--- src/rtl/hecc_pkg.sv ---
package hecc_pkg;
  typedef enum logic [1:0] {
    ST_CLEAN  = 2'b00,
    ST_SINGLE = 2'b01,
    ST_MULTI  = 2'b10,
    ST_FIELD  = 2'b11
  } hecc_status_e;

  typedef enum logic [2:0] {
    S_IDLE,
    S_EVAL,
    S_RD,
    S_MOD,
    S_WR
  } hecc_state_e;
endpackage

--- src/rtl/hecc_classify.sv ---
module hecc_classify
  import hecc_pkg::*;
#(
  parameter int CODE_W = 24
) (
  input  logic [CODE_W-1:0] syn,
  output hecc_status_e      cls
);
  localparam int CNT_W     = $clog2(CODE_W + 1);
  localparam int HALF      = CODE_W / 2;
  localparam int FIELD_MIN = CODE_W - 1;

  logic [CNT_W-1:0] ones;

  always_comb begin
    ones = '0;
    for (int i = 0; i < CODE_W; i++) begin
      ones = ones + CNT_W'(syn[i]);
    end
  end

  always_comb begin
    if (ones == '0)                        cls = ST_CLEAN;
    else if (ones >= CNT_W'(FIELD_MIN))    cls = ST_FIELD;
    else if (ones == CNT_W'(HALF))         cls = ST_SINGLE;
    else                                   cls = ST_MULTI;
  end
endmodule

--- src/rtl/hecc_locate.sv ---
module hecc_locate #(
  parameter int CODE_W = 24,
  parameter int BIT_W  = 3,
  parameter int OFF_W  = 9
) (
  input  logic [CODE_W-1:0] syn,
  output logic [BIT_W-1:0]  bit_idx,
  output logic [OFF_W-1:0]  byte_off
);
  localparam int LOC_W = CODE_W / 2;

  logic [LOC_W-1:0] loc;

  for (genvar k = 0; k < LOC_W; k++) begin : g_odd
    assign loc[k] = syn[2*k+1];
  end

  assign bit_idx  = loc[BIT_W-1:0];
  assign byte_off = loc[LOC_W-1:BIT_W];
endmodule

--- src/rtl/hecc_sector_fix.sv ---
module hecc_sector_fix
  import hecc_pkg::*;
#(
  parameter int CODE_W = 24,
  parameter int BIT_W  = 3,
  localparam int LOC_W  = CODE_W / 2,
  localparam int OFF_W  = LOC_W - BIT_W,
  localparam int DATA_W = 1 << BIT_W
) (
  input  logic              clk,
  input  logic              rst,
  input  logic              start,
  input  logic              fix_en,
  input  logic [CODE_W-1:0] code_calc,
  input  logic [CODE_W-1:0] code_stored,
  output logic              done,
  output logic [1:0]        status,
  output logic [OFF_W-1:0]  err_byte,
  output logic [BIT_W-1:0]  err_bit,
  output logic [OFF_W-1:0]  ram_addr,
  output logic              ram_rd_en,
  input  logic [DATA_W-1:0] ram_rdata,
  output logic              ram_wr_en,
  output logic [DATA_W-1:0] ram_wdata
);
  hecc_state_e       state;
  logic [CODE_W-1:0] syn_q;
  logic              fix_q;
  hecc_status_e      cls;
  hecc_status_e      status_q;
  logic [BIT_W-1:0]  bit_idx;
  logic [OFF_W-1:0]  byte_off;

  hecc_classify #(.CODE_W(CODE_W)) u_cls (
    .syn (syn_q),
    .cls (cls)
  );

  hecc_locate #(.CODE_W(CODE_W), .BIT_W(BIT_W), .OFF_W(OFF_W)) u_loc (
    .syn      (syn_q),
    .bit_idx  (bit_idx),
    .byte_off (byte_off)
  );

  always_ff @(posedge clk) begin
    if (rst) begin
      state     <= S_IDLE;
      syn_q     <= '0;
      fix_q     <= 1'b0;
      status_q  <= ST_CLEAN;
      err_byte  <= '0;
      err_bit   <= '0;
      done      <= 1'b0;
      ram_addr  <= '0;
      ram_rd_en <= 1'b0;
      ram_wr_en <= 1'b0;
      ram_wdata <= '0;
    end else begin
      done <= 1'b0;
      unique case (state)
        S_IDLE: begin
          if (start) begin
            syn_q <= code_calc ^ code_stored;
            fix_q <= fix_en;
            state <= S_EVAL;
          end
        end
        S_EVAL: begin
          status_q <= cls;
          if (cls == ST_SINGLE) begin
            err_byte <= byte_off;
            err_bit  <= bit_idx;
          end else begin
            err_byte <= '0;
            err_bit  <= '0;
          end
          if (cls == ST_SINGLE && fix_q) begin
            ram_addr  <= byte_off;
            ram_rd_en <= 1'b1;
            state     <= S_RD;
          end else begin
            done  <= 1'b1;
            state <= S_IDLE;
          end
        end
        S_RD: begin
          ram_rd_en <= 1'b0;
          state     <= S_MOD;
        end
        S_MOD: begin
          ram_wdata <= ram_rdata ^ (DATA_W'(1) << err_bit);
          ram_wr_en <= 1'b1;
          state     <= S_WR;
        end
        S_WR: begin
          ram_wr_en <= 1'b0;
          done      <= 1'b1;
          state     <= S_IDLE;
        end
        default: state <= S_IDLE;
      endcase
    end
  end

  assign status = status_q;


  done_pulse_chk: assert property (@(posedge clk) disable iff (rst)
    done |=> !done);


  rw_excl_chk: assert property (@(posedge clk) disable iff (rst)
    !(ram_rd_en && ram_wr_en));


  wr_status_chk: assert property (@(posedge clk) disable iff (rst)
    ram_wr_en |-> status == ST_SINGLE);


  wr_addr_chk: assert property (@(posedge clk) disable iff (rst)
    ram_wr_en |-> ram_addr == err_byte);


  wr_flip_chk: assert property (@(posedge clk) disable iff (rst)
    $rose(ram_wr_en) |-> $countones(ram_wdata ^ $past(ram_rdata)) == 1);


  clean_loc_chk: assert property (@(posedge clk) disable iff (rst)
    (done && status != ST_SINGLE) |-> (err_byte == '0 && err_bit == '0));
endmodule

--- config.mk ---
export PLATFORM = sky130hd
export DESIGN_NAME = hecc_sector_fix
export DESIGN_NICKNAME = d
export VERILOG_FILES = /design/src/rtl/hecc_pkg.sv /design/src/rtl/hecc_classify.sv /design/src/rtl/hecc_locate.sv /design/src/rtl/hecc_sector_fix.sv
export SDC_FILE = /design/constraint.sdc
export NUM_CORES = 1
export LEC_CHECK = 0
export CAP_MARGIN = 20
export CORE_MARGIN = 5
export CORE_UTILIZATION = 64
export CTS_CLUSTER_SIZE = 24
export DETAILED_ROUTE_END_ITERATION = 10
export DONT_BUFFER_PORTS = 1
export HOLD_SLACK_MARGIN = 0.15
export PLACE_DENSITY_LB_ADDON = 0.25
export SYNTH_ARGS = -nofsm -noshare
export SYNTH_HDL_FRONTEND = slang
export SYNTH_SLANG_ARGS = --single-unit
--- constraint.sdc ---
create_clock -name clk -period 16.15 [get_ports clk]
set_input_delay 0.8075 -clock clk [delete_from_list [all_inputs] [get_ports clk]]
set_output_delay 0.8075 -clock clk [all_outputs]
set_load 0.01 [all_outputs]
==> results.cfg <==
[run_status]
status = finished clean

[placement]
dp_hpwl_mm = 4.47
gp_congestion = 0.863
io_buffers = 0
placed_cells = 398
dpl_cell_area_um2 = 3290

[pwr]
vdd_ir_drop_max_v = 0.0000955
leakagePower_nw = 1.35
powerDensity_nw_per_um2 = 148

[route]
drt_pass1_iterations = 4
drtIter0Drc = 112
postRouteAntennaNets = 0
vias = 2264
drcViolationCount = 0
wl_mm = 6.00
vias_per_cell = 5.47
wl_per_cell_um = 14.5

[layout]
n_antenna_cell = 0
fin_cells = 414
layout-drive-gt1-share = 0.0640
area_delta_synth_final_pct = 6.17
nets = 423
design_area_um2 = 3490

[synthesis]
synth_area_um2 = 3290
synth_edf_count = 0
yosysMostFrequentCell = dfxtp_1
synth_flop_cell = dfxtp_1
synthesis.nets = 433
yosysTopAreaCell = dfxtp_1
synth_warnings = 0
ys_seq_elements = 62
yosysSeqAreaShare = 0.378
synth_top_area_frac = 0.378
synth.distinct_cells = 41
synth.avg_cell_area_um2 = 9.41
syn_inst = 349
yosys-top-cells-area = dfxtp_1 38%, fa_1 10%, a211oi_1 7.3%, xnor2_1 7.2%, nor2_1 5.0%
synthTopCellsByCount = 62 x dfxtp_1, 44 x nor2_1, 36 x inv_1, 32 x a211oi_1, 27 x xnor2_1
ys_async_sr_fraction = 0

[grt]
grt.total_usage = 0.198
grt_overflow = 0
grt_pass1_wl_mm = 10.0
grt_pass1_vias = 2201
grt_max_degree = 64
antenna_found_initial = 0

[cts]
cts_tree = done
post_cts_resized = 0
htree_levels = 3
cts_hold_buf = 0
cts_setup_buffers = 0
clockRootBuffer = clkbuf_8
cts.clk_slew.worst_paths_ns = 0.07
clockBufferDepth = 2
worstSkewPairLatency_ns = 0.34
cts_buffers = 9
clock-sinks = 62

[worst_setup_path]
critPathRequiredTime_ns = 16.34
rrSetupSlack_ns = 10.51
worstPathArrival_ns = 5.82
setup.worst_path.class = reg2reg
cp_max_fo = 11
reg2reg_depth = 15
worstSetupStartpointType = flop
worst_setup_path_end_kind = flop

[sta]
whs_ns = 0.491
finalSetupTns_ns = 0
rsz0062_at_grt = no
hold_viol = 0
max_freq_mhz = 177
worstMarginPinSlew_ns = 0.798
setup_viol = 0
slew_headroom = 0.468
finalMaxSlewViolations = 0
min_period_over_period = 0.349
finalCriticalPeriod_ns = 5.64
worst_clock_skew_ns = 0.00956

[floorplanning]
core-area_um2 = 5040
placementRows = 26
io_pins = 94
die_h_um = 81.7
initial_core_util = 0.652
die_x_um = 81.7
fp.dieArea_um2 = 6670

[flow_run]
maxCapViolCount = 0

[hold_path]
hold_class = reg2reg
min_path_cells = 2
-- stage by stage --
stage | utilization | setup WS, ns | total power, W
2_1_floorplan | - | 11.09 | 0.000348
5_1_grt | 0.692 | 10.26 | 0.000558
3_5_place_dp | 0.652 | 10.52 | 0.000383
4_1_cts | 0.692 | 10.50 | 0.000521
6_report | 0.692 | 10.51 | 0.000516
3_3_place_gp | 0.652 | 10.60 | 0.000371
-- layer usage --
metal	vias to the layer above	wire length, um	track usage
li1	1143	-	-
met3	8	481	0.0625
met2	71	2900	0.309
met5	-	0	0
met1	1042	2510	0.245
met4	0	113	0.106
-- layout make-up --
cell class	count	area, um^2
Clock inverter	3	42.5
Clock buffer	13	159
Tap cell	70	87.6
Fill cell	396	1550
Timing Repair Buffer	1	7.51
Multi-Input combinational cell	229	1820
Inverter	36	135
Sequential cell	62	1240
-- cells in the final DEF (no fill, tap or decap), drive strengths merged, types with 2 or more instances in the layout --
cell and instances:
a211oi 33, mux2i 10, clkbuf 13, o31ai 9
a21oi 2, nor2 45, dfxtp 62, nor3 2
o21a 2, nand2b 21, xor2 6, inv 36
o41ai 3, o21ai 2, fa 17, nand2 18
nor2b 3, ha 7, nand3b 3, nand3 3
nor3b 2, xnor2 27
-- logic make-up after synthesis --
logic type               share of synthesized area
buffers and inverters                       0.0716
flip-flops                                   0.378
AO/OA/AOI/OAI                                0.145
multiplexers                                0.0305
XOR/XNOR                                    0.0948
adder cells (fa/ha/maj)                      0.130
AND/OR/NAND/NOR                              0.150
-- flip-flops by register name, summed over array words and instances (netlist names), 2 cells and up --
name and flops:
err_bit 3, err_byte 9, ram_addr 9, ram_wdata 8, state 3, status 2, syn_q 24
-- worst max-delay path, cell delays in order (launching register included) --
cell       delay [ns]
dfxtp_1          0.33
ha_1             0.28
inv_1            0.04
fa_1             0.47
inv_1            0.05
fa_1             0.52
fa_1             0.44
fa_1             0.51
inv_1            0.05
fa_1             0.45
fa_1             0.41
fa_1             0.41
xor2_1           0.41
and4b_1          0.29
o2111ai_2        0.65
a221oi_1         0.20
-- path summary, 6_finish.rpt --
| check | from | to |
|---|---|---|
| setup / recovery | syn_q[1] | ram_rd_en |
| hold / removal | syn_q[6] | syn_q[6] |
| setup reg to reg | syn_q[1] | ram_rd_en |
| hold reg to reg | syn_q[6] | syn_q[6] |
-- report_power, final --
group | leakage, nW | internal [W] | switching (W)
logic | 0.746 | 0.0000913 | 0.000120
registers | 0.506 | 0.000161 | 0.00000739
clock network | 0.0996 | 0.0000795 | 0.0000573
total | 1.35 | 0.000332 | 0.000185
No activity file was read; power rests on OpenSTA's default activity.
